===== config.mk =====
export PLATFORM = sky130hd
export DESIGN_NAME = bcd_calendar_clock
export DESIGN_NICKNAME = d
export VERILOG_FILES = /design/src/rtl/bcd_calendar_clock.sv
export SDC_FILE = /design/constraint.sdc
export NUM_CORES = 1
export LEC_CHECK = 0
export ABC_AREA = 1
export BUFFER_PORTS_ARGS = -buffer_cell sky130_fd_sc_hd__buf_2
export CORE_ASPECT_RATIO = 1.5
export CORE_MARGIN = 2
export CORE_UTILIZATION = 25
export DETAILED_ROUTE_END_ITERATION = 10
export SKIP_CTS_REPAIR_TIMING = 1
export SYNTH_ARGS = -nofsm -noshare
export SYNTH_HDL_FRONTEND = slang
export SYNTH_SLANG_ARGS = --single-unit

===== constraint.sdc =====
create_clock -name clk -period 2.13 [get_ports clk]
set_input_delay 0.213 -clock clk [delete_from_list [all_inputs] [get_ports clk]]
set_output_delay 0.213 -clock clk [all_outputs]
set_load 0.005 [all_outputs]

===== src/rtl/bcd_calendar_clock.sv =====
module bcd_calendar_clock #(
  parameter int ADDR_W = 15,
  parameter int DATA_W = 8,
  parameter int NREG   = 8
) (
  input  logic              clk,
  input  logic              rst,
  input  logic              tick,
  input  logic              cs,
  input  logic              we,
  input  logic [ADDR_W-1:0] addr,
  input  logic [DATA_W-1:0] wdata,
  output logic [DATA_W-1:0] rdata
);
  localparam int OFS_W = $clog2(NREG);
  localparam logic [ADDR_W-OFS_W-1:0] WIN_TAG = '1;
  localparam int FREEZE_BIT = 6;

  logic [7:0] s_q, m_q, h_q, w_q, d_q, mo_q, y_q;
  logic [55:0] vis_q;
  logic        halt_q;

  logic [OFS_W-1:0] ofs;
  logic in_win, wr, rd;
  assign ofs    = addr[OFS_W-1:0];
  assign in_win = (addr[ADDR_W-1:OFS_W] == WIN_TAG);
  assign wr     = cs && we && in_win;
  assign rd     = cs && !we && in_win;

  function automatic logic [7:0] bcd_inc(input logic [7:0] v);
    return (v[3:0] == 4'd9) ? {v[7:4] + 4'd1, 4'd0} : v + 8'd1;
  endfunction

  logic leap;
  logic [7:0] last_day;
  assign leap = (!y_q[4] && (y_q[3:0] == 4'd0 || y_q[3:0] == 4'd4 || y_q[3:0] == 4'd8)) ||
                ( y_q[4] && (y_q[3:0] == 4'd2 || y_q[3:0] == 4'd6));

  always_comb begin
    case (mo_q)
      8'h02:                      last_day = leap ? 8'h29 : 8'h28;
      8'h04, 8'h06, 8'h09, 8'h11: last_day = 8'h30;
      default:                    last_day = 8'h31;
    endcase
  end

  logic c_s, c_m, c_h, c_d, c_mo;
  assign c_s  = tick && (s_q == 8'h59);
  assign c_m  = c_s  && (m_q == 8'h59);
  assign c_h  = c_m  && (h_q == 8'h23);
  assign c_d  = c_h  && (d_q == last_day);
  assign c_mo = c_d  && (mo_q == 8'h12);

  logic [7:0] s_n, m_n, h_n, w_n, d_n, mo_n, y_n;
  assign s_n  = !tick ? s_q  : (c_s  ? 8'h00 : bcd_inc(s_q));
  assign m_n  = !c_s  ? m_q  : (c_m  ? 8'h00 : bcd_inc(m_q));
  assign h_n  = !c_m  ? h_q  : (c_h  ? 8'h00 : bcd_inc(h_q));
  assign w_n  = !c_h  ? w_q  : ((w_q == 8'h07) ? 8'h01 : w_q + 8'd1);
  assign d_n  = !c_h  ? d_q  : (c_d  ? 8'h01 : bcd_inc(d_q));
  assign mo_n = !c_d  ? mo_q : (c_mo ? 8'h01 : bcd_inc(mo_q));
  assign y_n  = !c_mo ? y_q  : ((y_q == 8'h99) ? 8'h00 : bcd_inc(y_q));

  logic [55:0] tv;
  assign tv = {y_q, mo_q, d_q, w_q, h_q, m_q, s_q};

  always_ff @(posedge clk) begin
    if (rst) begin
      {y_q, mo_q, d_q, w_q, h_q, m_q, s_q} <= {8'h00, 8'h01, 8'h01, 8'h01, 8'h00, 8'h00, 8'h00};
      vis_q  <= {8'h00, 8'h01, 8'h01, 8'h01, 8'h00, 8'h00, 8'h00};
      halt_q <= 1'b0;
    end else begin
      s_q    <= (wr && ofs == 3'd1) ? wdata : s_n;
      m_q    <= (wr && ofs == 3'd2) ? wdata : m_n;
      h_q    <= (wr && ofs == 3'd3) ? wdata : h_n;
      w_q    <= (wr && ofs == 3'd4) ? wdata : w_n;
      d_q    <= (wr && ofs == 3'd5) ? wdata : d_n;
      mo_q   <= (wr && ofs == 3'd6) ? wdata : mo_n;
      y_q    <= (wr && ofs == 3'd7) ? wdata : y_n;
      halt_q <= (wr && ofs == 3'd0) ? wdata[FREEZE_BIT] : halt_q;
      if (!halt_q) vis_q <= tv;
    end
  end

  logic [7:0] rsel;
  always_comb begin
    case (ofs)
      3'd0:    rsel = 8'(halt_q) << FREEZE_BIT;
      3'd1:    rsel = vis_q[7:0];
      3'd2:    rsel = vis_q[15:8];
      3'd3:    rsel = vis_q[23:16];
      3'd4:    rsel = vis_q[31:24];
      3'd5:    rsel = vis_q[39:32];
      3'd6:    rsel = vis_q[47:40];
      default: rsel = vis_q[55:48];
    endcase
  end

  always_ff @(posedge clk) begin
    if (rst) rdata <= '0;
    else     rdata <= rd ? rsel : '0;
  end

  assert_frozen_R8: assert property (@(posedge clk) disable iff (rst)
    halt_q |=> $stable(vis_q));
  assert_reload_R9: assert property (@(posedge clk) disable iff (rst)
    !halt_q |=> (vis_q == $past(tv)));
  assert_hold_R10: assert property (@(posedge clk) disable iff (rst)
    (!tick && !wr) |=> $stable(tv));
  assert_advance_R2: assert property (@(posedge clk) disable iff (rst)
    (tick && !wr) |=> (s_q != $past(s_q)));
  assert_sec_range_R2: assert property (@(posedge clk) disable iff (rst)
    (s_q <= 8'h59) && (m_q <= 8'h59));
  assert_hour_range_R3: assert property (@(posedge clk) disable iff (rst)
    h_q <= 8'h23);
  assert_dow_range_R4: assert property (@(posedge clk) disable iff (rst)
    (w_q >= 8'h01) && (w_q <= 8'h07));
  assert_date_range_R5: assert property (@(posedge clk) disable iff (rst)
    (d_q >= 8'h01) && (d_q <= 8'h31));
endmodule


# [Yosys cells after proc, flatten, opt, wreduce, memory -nomap -nowiden]
# Cells that the tools add are included.
[op_classes] div=0 mul=0 magnitude_cmp=0 add_sub_neg=13 bitwise=1 mux=30 reduce_logical=36 eq_ne=30 shift=0
[op_table] op="$mux 8" count=27
[op_table] op="$add 8x1->8 const B" count=7
[op_table] op="$pmux 8 s7" count=1
[op_table] op="$eq 4x4->1 const B" count=7
[op_table] op="$add 4x1->4 const B" count=6
[op_table] op="$eq 8x3->1 const B" count=3
[op_table] op="$logic_and 1x1->1" count=19
[op_table] op="$eq 8x5->1 const B" count=2
[op_table] op="$eq 8x7->1 const B" count=2
[op_table] op="$reduce_bool 2->1" count=7
[op_table] op="$eq 12x12->1 const B" count=1
[op_table] op="$eq 3x3->1 const B" count=4
[op_table] op="$pmux 5 s2" count=1
[op_table] op="$eq 4x3->1 const B" count=2
[op_table] op="$eq 8x2->1 const B" count=1
[op_table] op="$eq 8x4->1 const B" count=1
[op_table] op="$eq 8x6->1 const B" count=1
[op_table] op="$eq 8x8->1" count=1
[op_table] op="$eq 8x8->1 const B" count=1
[op_table] op="$eq 3x2->1 const B" count=2
[op_table] op="$eq 4x2->1 const B" count=1
[op_table] op="$logic_not 4->1" count=1
[op_table] op="$logic_or 1x1->1" count=4
[op_table] op="$reduce_or 4->1" count=1
[op_table] op="other kinds (6)" count=7
[word_totals] n_memories=0 in_bits=28 out_inout_bits=8 reg_bits=121 ramBits=0 word_cells=120 latch_bits=0 romBits=0

# [Depth between registers and ports, before layout]
# Gate-level depths: netlist of run 1.
[depth] depth_word=13 ltp_mapped=15 depth_no_buf=15

# [Least setup slack after synthesis of run 1]
# No wires, ideal clock.
[synth_timing] path_type="register to register" startpoint="reg s_q[4]" endpoint="reg mo_q[3]" path_stages_with_launch=13 n_path_buf=0 required_ns=2.002 setup_slack_ns=0.304 t_arrival_ns=1.698 synth_period_minus_slack_ns=1.826 path_cell_list="dfxtp_1 -> ha_1 -> nand4_2 -> nor2_4 -> nand3_4 -> nor2_2 -> nand2_2 -> nor2_8 -> nor2_4 -> clkinv_4 -> nor2_1 -> nor2_1 -> nor2_1"
[synth_between] elab_chain_cells=9
[synth_rtl] item="from (decl)" line_no="19" source="logic [7:0] s_q, m_q, h_q, w_q, d_q, mo_q, y_q;"
[synth_rtl] item="from (signal assigned)" line_no="68" source="{y_q, mo_q, d_q, w_q, h_q, m_q, s_q} <= {8'h00, 8'h01, 8'h01, 8'h01, 8'h00, 8'h00, 8'h00};"
[synth_rtl] item="from (signal assigned)" line_no="72" source="s_q <= (wr && ofs == 3'd1) ? wdata : s_n;"
[synth_rtl] item="$eq 8x7->1 (*)" line_no="48" source="assign c_s = tick && (s_q == 8'h59);"
[synth_rtl] item="$logic_and 1x1->1 (*)" line_no="48"
[synth_rtl] item="$logic_and 1x1->1 (*)" line_no="49" source="assign c_m = c_s && (m_q == 8'h59);"
[synth_rtl] item="$logic_and 1x1->1 (*)" line_no="50" source="assign c_h = c_m && (h_q == 8'h23);"
[synth_rtl] item="$logic_and 1x1->1 (*)" line_no="51" source="assign c_d = c_h && (d_q == last_day);"
[synth_rtl] item="$logic_and 1x1->1" line_no="52" source="assign c_mo = c_d && (mo_q == 8'h12);"
[synth_rtl] item="$mux 8 (2 in series)" line_no="60" source="assign mo_n = !c_d ? mo_q : (c_mo ? 8'h01 : bcd_inc(mo_q));"
[synth_rtl] item="$mux 8" line_no="77" source="mo_q <= (wr && ofs == 3'd6) ? wdata : mo_n;"
[synth_rtl] item="to (signal assigned)" line_no="68"
[synth_rtl] item="to (signal assigned)" line_no="77"
[synth_rtl] item="to (decl)" line_no="19"
# Mark *: on every way between the ends. The rest lies on a longest branch, timed or not. The select of a mux whose other input is x is not followed.
# A chain may end at the register's enable or synchronous reset.

# [Worst setup path in the final report of run 1]
[layout_timing] startpoint="reg s_q[1]" endpoint="reg h_q[6]"
[layout_between] elab_chain_cells=7
[layout_rtl] item="$eq 8x7->1 (*)" line_no="48"
[layout_rtl] item="$logic_and 1x1->1 (*)" line_no="48"
[layout_rtl] item="$logic_and 1x1->1 (*)" line_no="49"
[layout_rtl] item="$logic_and 1x1->1" line_no="50"
[layout_rtl] item="$mux 8 (2 in series)" line_no="57" source="assign h_n = !c_m ? h_q : (c_h ? 8'h00 : bcd_inc(h_q));"
[layout_rtl] item="$mux 8" line_no="74" source="h_q <= (wr && ofs == 3'd3) ? wdata : h_n;"
[layout_rtl] item="to (signal assigned)" line_no="68"
[layout_rtl] item="to (signal assigned)" line_no="74"
[layout_rtl] item="to (decl)" line_no="19"
# Marked as above.

==> results of run 1 <==
[stage by stage]
step           utilization [%]  instance area (µm²)  hold slack (ns)
2_1_floorplan                -                 6740            0.361
5_1_grt                   30.7                 8120            0.132
3_5_place_dp              28.2                 7480            0.447
4_1_cts                   30.5                 8080           0.0864
6_report                  30.7                 8120            0.102
3_3_place_gp              28.2                 7480            0.441
[report_power, final]
| part | internal [W] | leakage [nW] | switching [W] |
|---|---|---|---|
| Clock | 0.00174 | 0.277 | 0.00120 |
| Combinational | 0.0000575 | 2.12 | 0.000164 |
| Sequential | 0.00227 | 0.976 | 0.00000440 |
[worst min-delay path: stages]
cell,delay [ns]
sky130_fd_sc_hd__buf_2,0.14
sky130_fd_sc_hd__nand2_1,0.07
sky130_fd_sc_hd__a21oi_1,0.06
[worst max-delay path by stage]
| stage | to | slack, ns | cells after the start |
|---|---|---|---|
| floorplan | mo_q[3] | 0.30 | 12 |
| global placement | mo_q[0] | 0.08 | 11 |
| detailed placement | mo_q[0] | 0.07 | 14 |
| CTS | mo_q[0] | 0.06 | 11 |
| global route | y_q[3] | -0.0003 | 12 |
| finish | h_q[6] | 0.16 | 10 |
[sequential cells by signal (all words and copies together), names as in the netlist]
signal / flops
h_q: 8
rdata: 8
vis_q: 56
mo_q: 8
y_q: 8
d_q: 8
s_q: 8
w_q: 8
halt_q: 1
m_q: 8
[metal layers]
metal  vias to the layer above  global-route usage (%)  share of wire, %
met5                         -                       0                 0
met4                         0                    9.44               5.3
met3                        62                    2.76               4.0
met2                       196                    29.3                52
met1                      3171                    16.6                39
li1                       3393                       -                 -
[area by class of cell]
cell class                 count  area (µm²)
sequential                   121        2430
fill                        2906       18400
multi-input combinational    691        3690
tap                          337         422
clock buffer                  17         425
timing repair buffer          69         455
clock inverter                15         169
inverter                     139         527
[cells by family after synthesis]
logic type      Yosys count
compound gates          256
simple gates            389
buf+inv                 168
xor+xnor                 24
mux                       1
fa+ha+maj                21
flops                   121
[placed cells by master, fill, tap and decap left out, types with 3 or more instances in the layout]
cell                         Yosys  layout
sky130_fd_sc_hd__a211oi_1       13      13
sky130_fd_sc_hd__a21oi_1        93      93
sky130_fd_sc_hd__a221oi_1        3       3
sky130_fd_sc_hd__a31oi_1         5       5
sky130_fd_sc_hd__buf_2           3      35
sky130_fd_sc_hd__buf_4           0      32
sky130_fd_sc_hd__clkbuf_16       0      17
sky130_fd_sc_hd__clkinv_4        1       7
sky130_fd_sc_hd__clkinvlp_4      0       4
sky130_fd_sc_hd__dfxtp_1       121     119
sky130_fd_sc_hd__ha_1           21      21
sky130_fd_sc_hd__inv_1         127     126
sky130_fd_sc_hd__inv_2           9      10
sky130_fd_sc_hd__inv_6           0       3
sky130_fd_sc_hd__nand2_1       176     175
sky130_fd_sc_hd__nand2_2         2       3
sky130_fd_sc_hd__nand3_1        71      70
sky130_fd_sc_hd__nand3_2         2       3
sky130_fd_sc_hd__nand4_1        13      13
sky130_fd_sc_hd__nor2_1         83      83
sky130_fd_sc_hd__nor2_2          6       4
sky130_fd_sc_hd__nor2_4          3       5
sky130_fd_sc_hd__nor3_1         15      15
sky130_fd_sc_hd__nor3_2          5       5
sky130_fd_sc_hd__o2111ai_1       4       4
sky130_fd_sc_hd__o211ai_1        4       4
sky130_fd_sc_hd__o21ai_0        96      96
sky130_fd_sc_hd__o21ai_1        11      11
sky130_fd_sc_hd__o221ai_1        4       4
sky130_fd_sc_hd__o22ai_1        16      16
sky130_fd_sc_hd__xnor2_1         4       4
sky130_fd_sc_hd__xor2_1         20      20
==> metrics.csv, run 1 <==
metric;value;unit
wire_length_of_the_first_global_routing_pass;35100;µm
cts.path.max_buffers;2;
yosys-top-cells-count;sky130_fd_sc_hd__nand2_1 (176), sky130_fd_sc_hd__inv_1 (127), sky130_fd_sc_hd__dfxtp_1 (121);
post_synth_edffs;0;
synthTopCellsByArea;sky130_fd_sc_hd__dfxtp_1 (36%), sky130_fd_sc_hd__nand2_1 (9.8%), sky130_fd_sc_hd__o21ai_0 (7.1%);
timing.critical_path.buf_inv;2;
synth.yosys.seq_area_share;35.9;%
total_clock_sinks;121;
fmax;0.508;GHz
routability_congestion_estimate;0.889;
critPathCaptureType;flip-flop;
timing_worst_slew_pin_value;0.634;ns
min_from;wdata[3];
ioPinCount;36;
timing.clock.skew;0.0133;ns
layout.cells.non_filler;1389;
yosys.area_share.xor_xnor;3.12;%
critPathRequiredTime;2.43;ns
reg2reg_slack;0.16;ns
crit_start;s_q[1];
clk_latency;0.43;ns
placed_cells_incl_taps;1355;
tns;0;ns
slew-limit-headroom;57.3;%
proportion_of_register_bits_with_asynchronous_set_or_reset_after_synthesis;0;%
post_synth_fa_ha_maj_area_fraction;3.90;%
detailedRoute.firstIterationViolations;607;
leakage;3.37;nW
critPathLaunchType;flip-flop;
timing.final.hold_violations;0;
postSynthRegisterBits;121;
synth_largest_area_cell;sky130_fd_sc_hd__dfxtp_1;
drt-wirelength-per-cell;16.1;µm
final_critical_path_setup_slack;0.162;ns
grt_start_max_net_pins;71;
die_area;28300;µm²
chipHeight;205;µm
postRouteAntennaNets;0;
area_growth_syn_to_layout;20.5;%
globalRouteOverflowTotal;0;
drt_first_pass_iters;5;
power_per_cell_area;669;nW/µm²
timing.hold.worst_path_depth;3;
post-route-drc-count;0;
critPathArrivalTime;2.27;ns
yosys.area.top_type_share;35.9;%
grt_pass1_vias;6593;
synth_top_family_by_area;simple AND/OR/NAND/NOR gates;
regToRegEndpoint;h_q[6];
post-synth-top-count-cell;sky130_fd_sc_hd__nand2_1;
io_buffers;35;
detailedPlacementHpwl;16800;µm
critical-path-top-delay-family;simple AND/OR/NAND/NOR gates;
clock_tree_from_tritoncts;built;
initial_core_util;25.4;%
syn_nets;1029;
cts_root_buf;sky130_fd_sc_hd__clkbuf_16;
cts_clock_pin_slew_for_the_worst_setup_and_hold_paths;0.06;ns
h-tree-depth;4;
synthFlopType;sky130_fd_sc_hd__dfxtp_1;
worst_path_largest_cell_delay;0.33;ns
timing.critical_path.cells;inv_1 -> ha_1 -> nand3_4 -> nor2_4 -> buf_4 -> nand2_1 -> nand2_1 -> o22ai_1 -> a31oi_1 -> nor2_1;
drive_above_1_share;13.6;%
grt.total_usage;15.8;%
worst_path_most_repeated_cell;sky130_fd_sc_hd__nand2_1;
finalCriticalPeriod;1.97;ns
synth_mux_area_share;0.149;%
synthCells;980;
grt_antenna_before_repair;0;
numCtsBuffers;17;
overall_power_consumption;0.00543;W
criticalPathCategory;reg2reg;
synth_cell_types;48;
design.final.nets;1088;
insertedDiodeCount;0;
synth_area_per_cell;6.88;µm²
synth_compound_gate_area_share;20.9;%
r2r-start;s_q[1];
hold_path_end;w_q[3];
drv_cap;0;
synth_simple_gate_area_share;26.4;%
count_of_cells_along_the_worst_register_to_register_path;10;
max-vdd-ir-drop;0.598;mV
dp_slack;0.0697;ns
outcome;completed;
final_min_period_over_clock_period;92.4;%
synth.cell_area;6740;µm²
tightest_hold_check_type;in2reg;
dr_total_vias;6822;
final-max-slew-violation-count;0;
routed_via_density;4.91;
routed_wl;22300;µm
rsz_0062_raised_after_global_routing;true;
finalSetupViolations;0;
num_rows;73;
crit_path_top_delay_cell;sky130_fd_sc_hd__dfxtp_1;
core;26500;µm²
die_width;138;µm
yosysWarnings;0;
crit_fanout;6;
(Power assumes the default switching activity.)
==> run 2, diff against run 1 <==
--- a/config.mk
+++ b/config.mk
@@ -5,7 +5,6 @@
 export SDC_FILE = /design/constraint.sdc
 export NUM_CORES = 1
 export LEC_CHECK = 0
-export ABC_AREA = 1
 export BUFFER_PORTS_ARGS = -buffer_cell sky130_fd_sc_hd__buf_2
 export CORE_ASPECT_RATIO = 1.5
 export CORE_MARGIN = 2
==> run 2 against run 1 <==
  * The run now ends with setup timing left
  * Final area rose by 10%
  * Synthesized area is 1.4% lower
  * Sequential power barely moved
  * Routed wire length decreased by 0.63%
  * Critical endpoint is now y_q[6]
  * Core utilization rose by 3.4 points
  * Largest power group unchanged
  * Register-to-register slack got worse by 0.49 ns
  * Via count is 4.1% lower
  * Sequential cell count unchanged
==> metrics.csv, run 2 <==
metric;value;unit
synth.cell_area;6650;µm²
detailedRoute.firstIterationViolations;397;
overall_power_consumption;0.00530;W
synth_largest_area_cell;sky130_fd_sc_hd__dfxtp_1;
clock_tree_from_tritoncts;built;
finalSetupViolations;20;
core;26300;µm²
wire_length_of_the_first_global_routing_pass;33000;µm
yosys-top-cells-count;sky130_fd_sc_hd__nor2_1 (137), sky130_fd_sc_hd__dfxtp_1 (121), sky130_fd_sc_hd__mux2i_1 (68);
h-tree-depth;4;
critPathLaunchType;flip-flop;
fmax;0.408;GHz
drive_above_1_share;27.7;%
layout.cells.most_common;sky130_fd_sc_hd__nor2_1;
total_clock_sinks;121;
worst_path_largest_cell_delay;0.57;ns
design.final.nets;972;
grt_start_max_net_pins;61;
timing.final.hold_violations;0;
critPathRequiredTime;2.46;ns
chipHeight;204;µm
routed_via_density;5.14;
synthCells;812;
outcome;finished with violations;
globalRouteOverflowTotal;0;
timing_worst_slew_pin_value;0.579;ns
initial_core_util;25.3;%
post-route-cell-area;8950;µm²
criticalPathCategory;reg2reg;
grt_pass1_vias;6238;
routed_wl;22200;µm
postLayoutCoreUtil;34.0;%
syn_nets;861;
leakage;3.25;nW
count_of_cells_along_the_worst_register_to_register_path;7;
num_rows;73;
synthFlopType;sky130_fd_sc_hd__dfxtp_1;
timing.clock.skew;0.00922;ns
crit_path_top_delay_cell;sky130_fd_sc_hd__or4b_4;
largest-register;vis_q;
post_synth_edffs;0;
slew-limit-headroom;60.4;%
grt_antenna_before_repair;0;
proportion_of_register_bits_with_asynchronous_set_or_reset_after_synthesis;0;%
synth.yosys.seq_area_share;36.4;%
yosysWarnings;0;
grt.total_usage;15.4;%
io_buffers;35;
synth_area_per_cell;8.19;µm²
power_per_cell_area;592;nW/µm²
critPathCaptureType;flip-flop;
cts_root_buf;sky130_fd_sc_hd__clkbuf_16;
detailed_place.area;7880;µm²
synthTopCellsByArea;sky130_fd_sc_hd__dfxtp_1 (36%), sky130_fd_sc_hd__mux2i_1 (10%), sky130_fd_sc_hd__nor2_1 (7.7%);
final_cell_mix;sky130_fd_sc_hd__nor2_1 (135), sky130_fd_sc_hd__dfxtp_1 (110), sky130_fd_sc_hd__buf_4 (102);
cts.path.max_buffers;2;
drv_cap;0;
final_min_period_over_clock_period;115;%
yosys.area.top_type_share;36.4;%
violations;setup timing;
finalCriticalPeriod;2.45;ns
post-synth-top-count-cell;sky130_fd_sc_hd__nor2_1;
critPathArrivalTime;2.79;ns
timing.hold.worst_path_depth;3;
drt_first_pass_iters;5;
detailedPlacementHpwl;15500;µm
synth_cell_types;65;
routability_congestion_estimate;0.846;
final-max-slew-violation-count;0;
rsz_0062_raised_after_global_routing;true;
die_width;137;µm
post-route-drc-count;0;
postSynthRegisterBits;121;
tightest_hold_check_type;in2reg;
crit_fanout;4;
clk_latency;0.43;ns
ioPinCount;36;
postRouteAntennaNets;0;
drt-wirelength-per-cell;17.4;µm
timing.critical_path.cells;or4b_4 -> nor3_4 -> o32a_4 -> xnor2_2 -> or2_4 -> or4_4 -> a311oi_2;
max-vdd-ir-drop;0.563;mV
dr_total_vias;6541;
numCtsBuffers;17;
final_critical_path_setup_slack;-0.324;ns
cts_clock_pin_slew_for_the_worst_setup_and_hold_paths;0.06;ns
die_area;27900;µm²
area_growth_syn_to_layout;34.7;%
flip_flop_count_of_the_largest_register_all_copies_and_words_added;56;
[run 2: worst paths after layout]
path,from,endpoint,slack (ns)
max,mo_q[3],y_q[6],-0.32
min reg2reg,vis_q[32],vis_q[32],0.47
max reg2reg,mo_q[3],y_q[6],-0.32
min,wdata[4],h_q[4],0.14
[run 2: report_power, final]
part | switching [W] | internal, W | total [W]
clock network | 0.00106 | 0.00175 | 0.00281
registers | 0.00000269 | 0.00227 | 0.00227
logic | 0.000154 | 0.0000647 | 0.000218
[run 2: cells by family after synthesis]
| group | count (synthesis) | synth area share, % |
|---|---|---|
| simple gates | 345 | 24.9 |
| xor+xnor | 17 | 2.35 |
| fa+ha+maj | 21 | 3.95 |
| compound gates | 154 | 16.0 |
| mux | 77 | 11.9 |
| buf+inv | 77 | 4.42 |
| flops | 121 | 36.4 |
[run 2: cell type report]
class                   count  area [µm²]
diodes                      1        2.50
clock buffers              24         503
clock inverters             7        65.1
fillers                  2707       17400
inverters                  17        63.8
multi-input cells         614        4310
flip-flops and latches    121        2440
well taps                 337         422
repair buffers            152        1150
[run 2: stage by stage]
step | instances | setup TNS (ns) | hold slack (ns) | setup slack, ns
2_1_floorplan | 812 | -1.96 | 0.323 | -0.348
3_3_place_gp | 1231 | -6.05 | 0.449 | -0.381
3_5_place_dp | 1231 | -6.98 | 0.454 | -0.396
4_1_cts | 1262 | -7.59 | 0.132 | -0.406
5_1_grt | 1272 | -5.03 | 0.124 | -0.380
6_report | 1273 | -3.15 | 0.140 | -0.324
[run 2: per-layer routing]
layer / track usage, % / share of wire [%]
met2: 27.1 / 51
met1: 17.4 / 41
met4: 8.14 / 4.3
met3: 2.96 / 4.5
met5: 0 / 0
[run 2: worst max-delay path, delay by kind of cell, from the launching register on]
family	cells	cell delay [ns]
xor gates and xnor gates	1	0.08
AOI/OAI and AO/OA	2	0.44
and+or+nand+nor	4	1.52
DFF	1	0.32
